[src/rtl/fwh_pkg.sv]
package fwh_pkg;

   typedef enum logic {
      MODE_ARRAY = 1'b0,
      MODE_IDENT = 1'b1
   } fwh_mode_e;

   localparam logic [7:0] CMD_READ_ARRAY = 8'hFF;
   localparam logic [7:0] CMD_READ_IDENT = 8'h90;
   localparam logic [7:0] MFR_CODE       = 8'h89;
   localparam logic [7:0] DEV_CODE_8M    = 8'hAC;
   localparam logic [7:0] DEV_CODE_4M    = 8'hAD;
   localparam logic [7:0] FLOAT_BYTE     = 8'hFF;

   typedef struct packed {
      logic lock;
      logic wr_en;
   } fwh_ctrl_t;

endpackage

[src/rtl/fwh_cfg_regs.sv]
module fwh_cfg_regs #(
   parameter int DEC_BIT = 7
) (
   input  logic             clk,
   input  logic             rst_n,
   input  logic             cfg_wr,
   input  logic             cfg_sel,
   input  logic [7:0]       cfg_wdata,
   output logic [7:0]       cfg_rdata,
   output logic             dec_on,
   output fwh_pkg::fwh_ctrl_t ctrl
);
   import fwh_pkg::*;

   logic [7:0] dec_q;
   fwh_ctrl_t  ctrl_q;
   fwh_ctrl_t  ctrl_d;

   // write enable may always be cleared, but may only be raised while unlocked
   always_comb begin
      ctrl_d = ctrl_q;
      if (cfg_wr && cfg_sel) begin
         ctrl_d.lock  = ctrl_q.lock | cfg_wdata[1];
         ctrl_d.wr_en = ctrl_q.lock ? (ctrl_q.wr_en & cfg_wdata[0]) : cfg_wdata[0];
      end
   end

   always_ff @(posedge clk) begin
      if (!rst_n) begin
         dec_q  <= 8'h00;
         ctrl_q <= '0;
      end else begin
         if (cfg_wr && !cfg_sel) dec_q <= cfg_wdata;
         ctrl_q <= ctrl_d;
      end
   end

   assign cfg_rdata = cfg_sel ? {6'b0, ctrl_q.lock, ctrl_q.wr_en} : dec_q;
   assign dec_on    = dec_q[DEC_BIT];
   assign ctrl      = ctrl_q;

endmodule

[src/rtl/fwh_cmd_fsm.sv]
module fwh_cmd_fsm (
   input  logic              clk,
   input  logic              rst_n,
   input  logic              cmd_stb,
   input  logic [7:0]        cmd_byte,
   output fwh_pkg::fwh_mode_e mode
);
   import fwh_pkg::*;

   fwh_mode_e mode_q;
   fwh_mode_e mode_d;

   always_comb begin
      mode_d = mode_q;
      if (cmd_stb) begin
         unique case (cmd_byte)
            CMD_READ_ARRAY: mode_d = MODE_ARRAY;
            CMD_READ_IDENT: mode_d = MODE_IDENT;
            default:        mode_d = mode_q;
         endcase
      end
   end

   always_ff @(posedge clk) begin
      if (!rst_n) mode_q <= MODE_ARRAY;
      else        mode_q <= mode_d;
   end

   assign mode = mode_q;

endmodule

[src/rtl/fwh_read_path.sv]
module fwh_read_path #(
   parameter int ADDR_W    = 16,
   parameter int ROM_DEPTH = 16,
   parameter int ROM_MUL   = 29,
   parameter int ROM_ADD   = 90,
   parameter bit DEV_8MBIT = 1'b1
) (
   input  logic              clk,
   input  logic              rst_n,
   input  logic              rd,
   input  logic [ADDR_W-1:0] addr,
   input  fwh_pkg::fwh_mode_e mode,
   input  logic              dec_on,
   output logic [7:0]        rdata
);
   import fwh_pkg::*;

   localparam int IDX_W = $clog2(ROM_DEPTH);

   logic [7:0] rom [ROM_DEPTH];
   logic [7:0] dev_code;
   logic [7:0] array_byte;
   logic [7:0] ident_byte;
   logic [7:0] rd_d;
   logic       off0;
   logic       off1;

   for (genvar gi = 0; gi < ROM_DEPTH; gi++) begin : g_rom
      assign rom[gi] = 8'((gi * ROM_MUL + ROM_ADD) % 256);
   end

   if (DEV_8MBIT) begin : g_dev8
      assign dev_code = DEV_CODE_8M;
   end else begin : g_dev4
      assign dev_code = DEV_CODE_4M;
   end

   assign array_byte = rom[addr[IDX_W-1:0]];
   assign off0       = (addr == ADDR_W'(0));
   assign off1       = (addr == ADDR_W'(1));
   assign ident_byte = off0 ? MFR_CODE : (off1 ? dev_code : 8'h00);

   always_comb begin
      if (!dec_on)                rd_d = FLOAT_BYTE;
      else if (mode == MODE_IDENT) rd_d = ident_byte;
      else                        rd_d = array_byte;
   end

   always_ff @(posedge clk) begin
      if (!rst_n)  rdata <= FLOAT_BYTE;
      else if (rd) rdata <= rd_d;
   end

endmodule

[src/rtl/fwh_cmd_responder.sv]
module fwh_cmd_responder #(
   parameter int ADDR_W    = 16,
   parameter int ROM_DEPTH = 16,
   parameter int ROM_MUL   = 29,
   parameter int ROM_ADD   = 90,
   parameter bit DEV_8MBIT = 1'b1
) (
   input  logic              clk,
   input  logic              rst_n,
   input  logic              cfg_wr,
   input  logic              cfg_sel,
   input  logic [7:0]        cfg_wdata,
   output logic [7:0]        cfg_rdata,
   input  logic              bus_wr,
   input  logic              bus_rd,
   input  logic [ADDR_W-1:0] bus_addr,
   input  logic [7:0]        bus_wdata,
   output logic [7:0]        bus_rdata
);
   import fwh_pkg::*;

   localparam int DEC_BIT = 7;
   localparam int IDX_W   = $clog2(ROM_DEPTH);

   if (ROM_DEPTH < 2 || (ROM_DEPTH & (ROM_DEPTH - 1)) != 0) begin : g_bad_depth
      $fatal(1, "ROM_DEPTH must be a power of two of at least 2");
   end
   if (ADDR_W < IDX_W || ADDR_W < 2) begin : g_bad_addr
      $fatal(1, "ADDR_W too narrow for ROM_DEPTH");
   end

   logic      dec_on;
   fwh_ctrl_t ctrl;
   fwh_mode_e mode;
   logic      cmd_stb;

   fwh_cfg_regs #(.DEC_BIT(DEC_BIT)) u_cfg (
      .clk       (clk),
      .rst_n     (rst_n),
      .cfg_wr    (cfg_wr),
      .cfg_sel   (cfg_sel),
      .cfg_wdata (cfg_wdata),
      .cfg_rdata (cfg_rdata),
      .dec_on    (dec_on),
      .ctrl      (ctrl)
   );

   assign cmd_stb = bus_wr & dec_on & ctrl.wr_en;

   fwh_cmd_fsm u_fsm (
      .clk      (clk),
      .rst_n    (rst_n),
      .cmd_stb  (cmd_stb),
      .cmd_byte (bus_wdata),
      .mode     (mode)
   );

   fwh_read_path #(
      .ADDR_W    (ADDR_W),
      .ROM_DEPTH (ROM_DEPTH),
      .ROM_MUL   (ROM_MUL),
      .ROM_ADD   (ROM_ADD),
      .DEV_8MBIT (DEV_8MBIT)
   ) u_rd (
      .clk    (clk),
      .rst_n  (rst_n),
      .rd     (bus_rd),
      .addr   (bus_addr),
      .mode   (mode),
      .dec_on (dec_on),
      .rdata  (bus_rdata)
   );

endmodule

[config.mk]
export PLATFORM = sky130hd
export DESIGN_NAME = fwh_cmd_responder
export DESIGN_NICKNAME = d
export VERILOG_FILES = /design/src/rtl/fwh_pkg.sv /design/src/rtl/fwh_cfg_regs.sv /design/src/rtl/fwh_cmd_fsm.sv /design/src/rtl/fwh_read_path.sv /design/src/rtl/fwh_cmd_responder.sv
export SDC_FILE = /design/constraint.sdc
export NUM_CORES = 1
export LEC_CHECK = 0
export BUFFER_PORTS_ARGS = -buffer_cell sky130_fd_sc_hd__buf_4
export CORE_MARGIN = 10
export CORE_UTILIZATION = 45
export DETAILED_ROUTE_END_ITERATION = 16
export PLACE_DENSITY = 0.79
export SETUP_SLACK_MARGIN = 0.05
export SLEW_MARGIN = 10
export SYNTH_ARGS = -nofsm -noshare
export SYNTH_HDL_FRONTEND = slang
export SYNTH_HIERARCHICAL = 1
export SYNTH_SLANG_ARGS = --single-unit
[constraint.sdc]
create_clock -name clk -period 1.9 [get_ports clk]
set_clock_uncertainty 0.05 [all_clocks]
set_input_delay 0.095 -clock clk [delete_from_list [all_inputs] [get_ports clk]]
set_output_delay 0.095 -clock clk [all_outputs]
set_load 0.01 [all_outputs]
==> metrics <==
outcome=completed; Synth Net Count=around 160; share of layout cells above drive strength 1=39.3%; final-report max-slew violation count=0; register area share after synthesis=~34%; Critical Path Start Type=flip-flop; Slew headroom=around 74%; die area=~0.005 sq mm; asr flop ratio synth=0%; metal1 wirelength=~1200 um; Vias=between 1k and 1.5k; Setup Viol. Count Final=0; fin util=between 60% and 70%; first-pass GRT wire length=just over 5000 um; total CTS buffers=3; Core Area=0.00243 sq mm; met3 WL post-DR=184 um; antenna cells=0; PD cells=slightly above 500 mW/mm^2; Post-Place Cell Area=around 0.0015 sq mm; crit path cell chain=and3_1 > nand3_1 > nor4_2 > o221a_2; Tot GR Track Use=about an eighth; setup tns final=0 ns; Ys Warns=6; Top Layer Used=met4; synthesis-to-finish area growth=40.6%; Crit Path Max Fanout=6; initial antenna violation count=0; met2 wire len=1690 um; Tcrit/Tclk final=a little over two thirds; Worst-Skew Late Latency=0.30 ns; Primary FF master, synth=dfxtp_1; number of I/O port buffers=53; Peak VDD IR=~0.35 mV; fmax=about 750 MHz; CP max-delay cell=dfxtp_1; wire per inst=roughly 15 um; Post-Place Cells=around 200; IO Pins=54; Initial Util=46.6%; Cell variety after synth=between 40 and 50; EDFF count, synth=0; DRT antenna net count=0; Post-Synthesis Cells=117; Via density=about 5.2; die height=between 70 and 80 um; Synth area leader=dfxtp_1; syn avg cell area=9.68 sq um; Final Cell Area=between 0.0015 and 0.002 sq mm; clock sink count=19; clk slew on worst S/H paths=0.12 ns; Worst-Margin Slew=0.383 ns; Leak=0.726 nW; DR pass1 iterations=5; commonest cells after routing, fill and taps aside=buf_4, dfxtp_1, nor2b_1, nor2_1, mux2i_1; row count=18; GPL Wtd Cong=0.900; synthesized flop and latch total=19; Hold Crit Class=input pin to flip-flop; RSZ-0062 raised after global routing=false; Clock Tree Root=clkbuf_4; max incr delay on CP=0.44 ns; Final min period=~1.3 ns; CTS tree=done; critical path arrival=1.52 ns; Crit path required time=around 2.1 ns; nets=219; Worst Setup Path Type=flip-flop to flip-flop; post-cts gate resize count=0; DRT iter0 DRCs=55; total power=0.819 mW; ranking of synthesized cells by area=dfxtp_1, ha_1, mux2i_1; clock buffer depth=2; Final Non-Filler Cells=about 200; commonest non-fill, non-tap cell in the layout=buf_4; synthesized cell area=0.00113 sq mm; Critical Path End Type=flip-flop; Hold Vio Cnt, Final=0; area share of the largest cell type after synthesis=between 30% and 40%; HPWL after DPL=about 2600 um; max-cap check violation count=0; global route total overflow=0; DIE WIDTH=about 70 um; H-tree depth=1; number of global-route vias before repair=1108; DRT Wirelength=3150 um; Residual DRC=0; largest net degree at the start of global routing=16
[cell usage after synthesis (2+ instances only)]
cell	instances
a21oi_1	3
and2b_1	3
buf_2	2
buf_6	2
dfxtp_1	19
ha_1	7
inv_1	4
mux2_2	2
mux2i_1	8
nand2_1	4
nand2b_1	2
nand3_1	3
nor2_1	10
nor2b_1	12
nor4_1	2
o211ai_1	2
o21ai_0	4
o32a_1	3
o32a_2	2
[metal layers]
layer / vias up / GRT usage, %
met1: 493 / 11.8
met3: 6 / 3.25
met2: 31 / 23.0
li1: 531 / -
met4: 0 / 5.92
met5: - / 0
[flip-flops by register name, indices dropped and copies added, names as in the netlist]
register     flops
u_fsm/mode       1
u_cfg/ctrl       2
u_cfg/dec_q      8
u_rd/rdata       8
[final cells by class]
type,instances,area [sq um]
Inverter,4,15.0
Multi-Input combinational cell,89,697
Sequential cell,19,380
Tap cell,30,37.5
Fill cell,205,841
Timing Repair Buffer,57,435
Clock buffer,4,26.3
[critical path: cells and delay by family, from the launching register on]
kind             cells  cell delay (ns)
AO/OA/AOI/OAI        1             0.23
AND/OR/NAND/NOR      3             0.54
flip-flops           1             0.44
[path summary, 6_finish.rpt]
path | startpoint | endpoint | slack (ns) | depth (start not counted)
setup / recovery | u_cfg/dec_q[7]$_SDFFE_PN0P_ | u_fsm/mode$_SDFFE_PN0P_ | 0.57 | 4
hold / removal | cfg_wdata[0] | u_cfg/dec_q[0]$_SDFFE_PN0P_ | 0.004 | 3
setup reg to reg | u_cfg/dec_q[7]$_SDFFE_PN0P_ | u_fsm/mode$_SDFFE_PN0P_ | 0.57 | 4
hold reg to reg | u_rd/rdata[6]$_SDFFE_PN1P_ | u_rd/rdata[6]$_SDFFE_PN1P_ | 0.45 | 1
[where the power goes]
part | switching (mW) | internal, mW
registers | 0.00794 | 0.412
logic | 0.0805 | 0.110
clock network | 0.127 | 0.0818
total | 0.215 | 0.603
[what timing repair did]
item / CTS / global route
endpoints found under the hold margin: 3 / 1
buffers inserted: 0 / 0
hold buffers: 2 / 1
[kinds of logic after synthesis]
family	count (synthesis)	synth area share [%]
compound gates	22	15.4
xor+xnor	2	1.55
fa+ha+maj	7	7.73
buf+inv	9	4.86
flops	19	33.6
mux	10	9.06
simple gates	48	27.8
[through the flow]
stage	hold slack [ns]	setup slack [ns]
2_1_floorplan	0.107	0.625
3_3_place_gp	0.299	0.588
3_5_place_dp	0.302	0.541
4_1_cts	0.00312	0.579
5_1_grt	0.0159	0.452
6_report	0.00360	0.571
(Power assumes the default switching activity.)
